`src/rtl/fes_snap_pkg.sv`:
```
package fes_snap_pkg;
  localparam int DATA_W = 8;
  localparam int ADDR_W = 2;

  typedef enum logic [ADDR_W-1:0] {
    A_CTRL  = 2'd0,
    A_STAT  = 2'd1,
    A_COUNT = 2'd2,
    A_RSVD  = 2'd3
  } reg_addr_e;
endpackage

```
`src/rtl/fes_live_cnt.sv`:
```
module fes_live_cnt #(
  parameter int CNT_W = 7
) (
  input  logic             clk_i,
  input  logic             rst_ni,
  input  logic             inc_i,
  input  logic             xfer_i,
  output logic [CNT_W-1:0] cnt_o
);
  localparam logic [CNT_W-1:0] MAX = '1;
  localparam logic [CNT_W-1:0] ONE = {{(CNT_W-1){1'b0}}, 1'b1};

  always_ff @(posedge clk_i or negedge rst_ni) begin
    if (!rst_ni)                   cnt_o <= '0;
    else if (xfer_i)               cnt_o <= inc_i ? ONE : '0;
    else if (inc_i && cnt_o != MAX) cnt_o <= cnt_o + ONE;
  end
endmodule

```
`src/rtl/fes_hold.sv`:
```
module fes_hold #(
  parameter int CNT_W = 7
) (
  input  logic             clk_i,
  input  logic             load_i,
  input  logic [CNT_W-1:0] d_i,
  output logic [CNT_W-1:0] q_o
);
  // no reset: contents are undefined until the first transfer
  always_ff @(posedge clk_i) begin
    if (load_i) q_o <= d_i;
  end
endmodule

```
`src/rtl/fes_flags.sv`:
```
module fes_flags (
  input  logic clk_i,
  input  logic rst_ni,
  input  logic xfer_i,
  input  logic cnt_rd_i,
  input  logic stat_rd_i,
  output logic done_o,
  output logic ovr_o
);
  logic unread_q;

  always_ff @(posedge clk_i or negedge rst_ni) begin
    if (!rst_ni) begin
      done_o   <= 1'b0;
      ovr_o    <= 1'b0;
      unread_q <= 1'b0;
    end else if (xfer_i) begin
      done_o   <= 1'b1;
      ovr_o    <= (unread_q && !cnt_rd_i) || (ovr_o && !stat_rd_i);
      unread_q <= 1'b1;
    end else begin
      if (stat_rd_i) begin
        done_o <= 1'b0;
        ovr_o  <= 1'b0;
      end
      if (cnt_rd_i) unread_q <= 1'b0;
    end
  end
endmodule

```
`src/rtl/fes_snap_top.sv`:
```
module fes_snap_top
  import fes_snap_pkg::*;
#(
  parameter int CNT_W = 7
) (
  input  logic              clk_i,
  input  logic              rst_ni,
  input  logic              err_i,
  input  logic              sync_i,
  input  logic              tick_1s_i,
  input  logic              glob_upd_i,
  input  logic              reg_we_i,
  input  logic              reg_re_i,
  input  logic [ADDR_W-1:0] reg_addr_i,
  input  logic [DATA_W-1:0] reg_wdata_i,
  output logic [DATA_W-1:0] reg_rdata_o,
  output logic              irq_o
);
  localparam int PAD_W = DATA_W - CNT_W;

  logic             auto_en, irq_en;
  logic             cnt_wr, cnt_rd, stat_rd, ctrl_we;
  logic             xfer, inc;
  logic             done, ovr;
  logic [CNT_W-1:0] live_cnt, hold_cnt;
  logic             unused_wdata;

  assign ctrl_we = reg_we_i && (reg_addr_i == A_CTRL);
  assign cnt_wr  = reg_we_i && (reg_addr_i == A_COUNT);
  assign cnt_rd  = reg_re_i && (reg_addr_i == A_COUNT);
  assign stat_rd = reg_re_i && (reg_addr_i == A_STAT);
  assign inc     = err_i && sync_i;
  assign xfer    = cnt_wr || glob_upd_i || (tick_1s_i && auto_en);
  assign unused_wdata = ^reg_wdata_i[DATA_W-1:2];

  always_ff @(posedge clk_i or negedge rst_ni) begin
    if (!rst_ni) begin
      auto_en <= 1'b0;
      irq_en  <= 1'b0;
    end else if (ctrl_we) begin
      auto_en <= reg_wdata_i[0];
      irq_en  <= reg_wdata_i[1];
    end
  end

  fes_live_cnt #(.CNT_W(CNT_W)) i_live (
    .clk_i (clk_i), .rst_ni(rst_ni), .inc_i(inc), .xfer_i(xfer), .cnt_o(live_cnt)
  );

  fes_hold #(.CNT_W(CNT_W)) i_hold (
    .clk_i(clk_i), .load_i(xfer), .d_i(live_cnt), .q_o(hold_cnt)
  );

  fes_flags i_flags (
    .clk_i(clk_i), .rst_ni(rst_ni), .xfer_i(xfer), .cnt_rd_i(cnt_rd),
    .stat_rd_i(stat_rd), .done_o(done), .ovr_o(ovr)
  );

  always_comb begin
    unique case (reg_addr_i)
      A_CTRL:  reg_rdata_o = {{(DATA_W-2){1'b0}}, irq_en, auto_en};
      A_STAT:  reg_rdata_o = {{(DATA_W-2){1'b0}}, ovr, done};
      A_COUNT: reg_rdata_o = {{PAD_W{1'b0}}, hold_cnt};
      default: reg_rdata_o = '0;
    endcase
  end

  assign irq_o = done && irq_en;
endmodule

```
`config.mk`:
```
export PLATFORM = sky130hd
export DESIGN_NAME = fes_snap_top
export DESIGN_NICKNAME = d
export VERILOG_FILES = /design/src/rtl/fes_snap_pkg.sv /design/src/rtl/fes_live_cnt.sv /design/src/rtl/fes_hold.sv /design/src/rtl/fes_flags.sv /design/src/rtl/fes_snap_top.sv
export SDC_FILE = /design/constraint.sdc
export NUM_CORES = 1
export LEC_CHECK = 0
export BUFFER_PORTS_ARGS = -buffer_cell sky130_fd_sc_hd__buf_2
export CAP_MARGIN = 40
export CORE_MARGIN = 2
export CORE_UTILIZATION = 49
export DETAILED_ROUTE_END_ITERATION = 10
export PLACE_DENSITY = 0.77
export SLEW_MARGIN = 10
export SYNTH_ARGS = -nofsm -noshare
export SYNTH_HDL_FRONTEND = slang
export SYNTH_SLANG_ARGS = --single-unit
```
`constraint.sdc`:
```
create_clock -name clk_i -period 1.7 [get_ports clk_i]
set_input_delay 0.255 -clock clk_i [delete_from_list [all_inputs] [get_ports clk_i]]
set_output_delay 0.255 -clock clk_i [all_outputs]
set_load 0.02 [all_outputs]
```
After elaboration in Yosys (flattened, before gate mapping)
Index checks and enable logic that the tools add are counted.

word-level totals
  register bits after elaboration = 19
  latch bits = 0
  RAM bits = 0
  bits in read-only memories = 0
  input port bits = 18
  word-level logic and storage cells = 39
  memories = 0

cells by class
  add/sub/neg operators = 1
  $mul = 0
  div/mod/pow operators = 0
  order comparisons = 0
  eq/ne operators = 3
  shift operators = 0
  mux-type cells = 9
  bitwise logic cells = 0
  reductions and logical operators = 19

operators with widths
  kind                                                                    number
  7-bit one-hot mux with 3 select lines                                   1
  7-bit two-way mux                                                       2
  1-bit logical AND                                                       10
  7-bit by 1-bit adder with 7-bit output (second input constant)          1
  7-bit != test (second input constant)                                   1
  1-bit two-way mux                                                       6
  2-bit nonzero test                                                      3
  1-bit logical OR                                                        3
  2-bit by 1-bit equality test with 1-bit output (second input constant)  1
  2-bit equality test (second input constant)                             1
  1-bit logical NOT                                                       2
  2-bit logical NOT                                                       1

Longest topological paths before layout
  word-level depth = 6
  mapped depth = 5
  gate-level depth less buffers = 5

Cells and area by module
From an unflattened synthesis, not the netlist that was laid out.

second synthesis, totals
  cells, all modules = 77
  area total of the unflattened synthesis = 940.9 sq um

by module, submodules not included
  module        times used  cells an instance  area an instance (sq um)
  fes_live_cnt  1           39                 401.6
  fes_snap_top  1           23                 220.2
  fes_hold      1           7                  210.2
  fes_flags     1           8                  108.9

Worst setup path after synthesis
OpenSTA, ideal clock, no wires.

  path kind = register -> register
  start = register i_live.cnt_o[0]
  end = register i_live.cnt_o[3]
  setup time = 0.078 ns
  data arrival time = 1.333 ns
  slack = 0.290 ns
  stages on the path, launching flop included = 6
  clock period less this slack = 1.410 ns
  cell sequence = dfrtp_1 -> ha_1 -> nand4_1 -> o211ai_1 -> or3_1 -> a21oi_1

between the ends
  cells in the longest elaborated chain, start to end = 3
  elaborated cells between the ends (all ways) = 6
  those cells by class = 1 x add/sub; 1 x eq/ne; 2 x mux; 2 x reduce/logical

ends and longest elaborated chain
  element                                                                         RTL line            source
  start: declaration                                                              fes_live_cnt.sv:8   output logic [CNT_W-1:0] cnt_o
  start signal: assignment                                                        fes_live_cnt.sv:15  else if (xfer_i) cnt_o <= inc_i ? ONE : '0;
  start signal: assignment                                                        fes_live_cnt.sv:16  else if (inc_i && cnt_o != MAX) cnt_o <= cnt_o + ONE;
  7-bit by 1-bit adder with 7-bit output / 7-bit != test (equally long branches)  fes_live_cnt.sv:16
  7-bit two-way mux / 1-bit logical AND (equally long branches)                   fes_live_cnt.sv:16
  7-bit two-way mux / 2-bit nonzero test (equally long branches)                  -

Several ways; a longest one is shown, not always the timed one. The select of a mux whose other input is x is not followed.
A chain may end at the register's enable or synchronous reset.

Worst setup path after layout
  start = register i_live.cnt_o[0]
  end = register i_live.cnt_o[5]

Same word-level chain as after synthesis.

==> results.md <==
* Worst min-delay path startpoint: reg_wdata_i[0]
* Largest net degree at the start of global routing at 17
* Pleak at 0.454 nW
* Crit Path Max Fanout at 5
* Gp weighted congestion at 0.755
* FP Rows at 15
* Final Core Density at 62.0%
* Async SR Flop Fraction at 63.2%
* Pwr per Cell Area at 831 mW/mm²
* Layout cells sized above 1 at 28.8%
* Worst EP arrival at 1.79 ns
* R2R Path Start: i_live.cnt_o[0]
* Die Y-Extent at 46.6 µm
* Count of pins over their slew limit at 0
* Hold Path End: auto_en
* Period minus WS final at 1.57 ns
* Cell accounting for the most synthesized area: dfrtp_1
* Antenna fix cells at 0
* Vias/cell at 5.22
* First-pass GRT wire length at 2370 µm
* Post-synth EDFFs at 7
* Multi-input logic area at 364 µm²
* Fin area at 0.00106 mm²
* Post-Syn Instances at 79
* 1st-iter DRT viols at 14
* PortBufs at 19
* Die area at 0.00217 mm²
* Final Hold Violating Endpoints at 0
* Avg Inst Size Synth at 11.2 µm²
* Clock latency on the worst-skew pair at 0.29 ns
* Worst R2R Path Depth at 5
* Resize count post-CTS at 0
* Primary FF master, synth: dfrtp_1
* Fin crit share at 92.3%
* CTS tree: done
* Top cells by area, synth: dfrtp_1 34%, edfxtp_1 24%, and2_1 4.9%
* Worst min path class: in -> reg
* Register area share after synthesis at 57.5%
* Vias in the first global route at 580
* Post-route setup slack at 0.131 ns
* Fill count at 149
* Post-synth top area share at 33.8%
* Total Routed Length at 1490 µm
* Final antenna-violating net count at 0
* Top cells by count, synth: 12 x dfrtp_1, 10 x nand2_1, 7 x and2_1, 7 x edfxtp_1
* WHS Path Cells at 2
* Grt ovf at 0
* Total core area at 0.00171 mm²
* Die Wd at 46.6 µm
* Status: complete, no violations
* Synth Cell Area at 888 µm²
* Setup Slack @ Placement at 0.150 ns
* MaxCap Viol Count at 0
* Clock Pin Slew Worst Setup and Hold Paths at 0.10 ns
* Initial core utilization at 52.0%
* FF/Latch Area at 510 µm²
* Wire per inst at 11.6 µm
* Final nets at 124
* Area Growth Syn to Fin at 19.2%
* Max Clock Skew at 0.000598 ns
* CTS H-tree depth at 1
* Fmax at 637 MHz
* Setup violations, final at 0
* I/O pins at 27
* Final hold slack at 0.193 ns
* Placed cell area at 0.00102 mm²
* Gr usage total at 16.1%
* Startpoint Class: flop
* Unrepaired setup endpoints after global routing: false
* Synthesized flop and latch total at 19
* Clock sink count at 19
* Most frequent cell after synthesis: dfrtp_1
* Worst EP required at 1.92 ns
* DRC at 0
* Syn Nets at 98
* Synth warn at 0
* Setup crit end kind: flop
* WS Path Type: reg -> reg
* Worst r2r dst: i_live.cnt_o[5]
* Detailed Routing Iterations Pass 1 at 4
* Num CTS Buffers at 3
* CP startpoint: i_live.cnt_o[0]
* CTS max path bufs at 2
* Synth unique cells at 27
* Root buffer cell: clkbuf_4
* Setup TNS at 0 ns
* Initial antenna violation count at 0
* Worst VDD drop at 0.000441 V
* Vias post-DR at 673
* Dpl hpwl at 1160 µm
* Reg2Reg Setup Slack at 0.13 ns
stage by stage:
stage / power, mW / cells
6_report: 0.880 / 129
5_1_grt: 0.932 / 129
4_1_cts: 0.895 / 129
3_5_place_dp: 0.673 / 124
3_3_place_gp: 0.666 / 124
2_1_floorplan: 0.616 / 79
where the power goes:
part,internal [mW],switching (mW)
sequential,0.508,0.0180
clock,0.0912,0.127
combinational,0.0575,0.0788
total,0.656,0.223
worst max-delay path by stage:
stage | to | slack (ns) | depth (start not counted)
final | i_live.cnt_o[5] | 0.13 | 5
after detailed placement | i_live.cnt_o[3] | 0.15 | 5
after global placement | i_live.cnt_o[3] | 0.18 | 5
after floorplan | i_live.cnt_o[3] | 0.29 | 5
after global routing | i_live.cnt_o[5] | 0.0005 | 5
after CTS | i_live.cnt_o[3] | 0.12 | 5
cell families (layout without fill, tap and decap cells):
group,Yosys count,after routing,share of synthesized area (%)
AOI/OAI and AO/OA,19,19,14.4
xor gates and xnor gates,1,1,0.986
adders and majority gates,1,1,1.41
buffers and inverters,2,27,1.55
DFF,19,19,57.5
muxes,4,4,4.79
other,1,1,0.422
and+or+nand+nor,32,32,19.0
flip-flops by register name, summed over array words and instances (netlist names):
register	cells
i_live.cnt_o	7
irq_en	1
i_flags.ovr_o	1
i_flags.done_o	1
i_flags.unread_q	1
i_hold.q_o	7
auto_en	1
cell usage in the layout (no fill, tap or decap), types with 3 or more instances in the layout:
| cell | n |
|---|---|
| edfxtp_1 | 7 |
| and2_1 | 7 |
| nand2_1 | 10 |
| o21ai_1 | 3 |
| a21oi_1 | 4 |
| nor2_1 | 5 |
| dfrtp_1 | 12 |
| buf_2 | 19 |
| o21ai_0 | 5 |
| clkbuf_4 | 3 |
| a31oi_1 | 3 |
critical path: stages, from the launching register on:
cell      delay (ns)
dfrtp_1         0.43
ha_1            0.24
nand4_1         0.15
o211ai_1        0.17
or3_1           0.38
a21oi_1         0.14
layout make-up:
| type | instances | share of cell area [%] |
|---|---|---|
| sequential | 19 | 48.2 |
| multi-input combinational | 58 | 34.4 |
| timing repair buffer | 22 | 11.3 |
| tap | 25 | 2.96 |
| clock buffer | 4 | 2.48 |
| inverter | 1 | 0.591 |
routing by layer:
metal | GRT usage (%) | wire length [µm]
met1 | 18.7 | 628
met2 | 27.2 | 764
met3 | 3.92 | 86
met4 | 8.57 | 12
met5 | 0 | 0
timing repair:
item                                   4_1_cts  5_1_grt
setup buffers                                0        0
hold buffers                                 1        0
endpoints found under the hold margin       12        0
(Power assumes the default switching activity.)
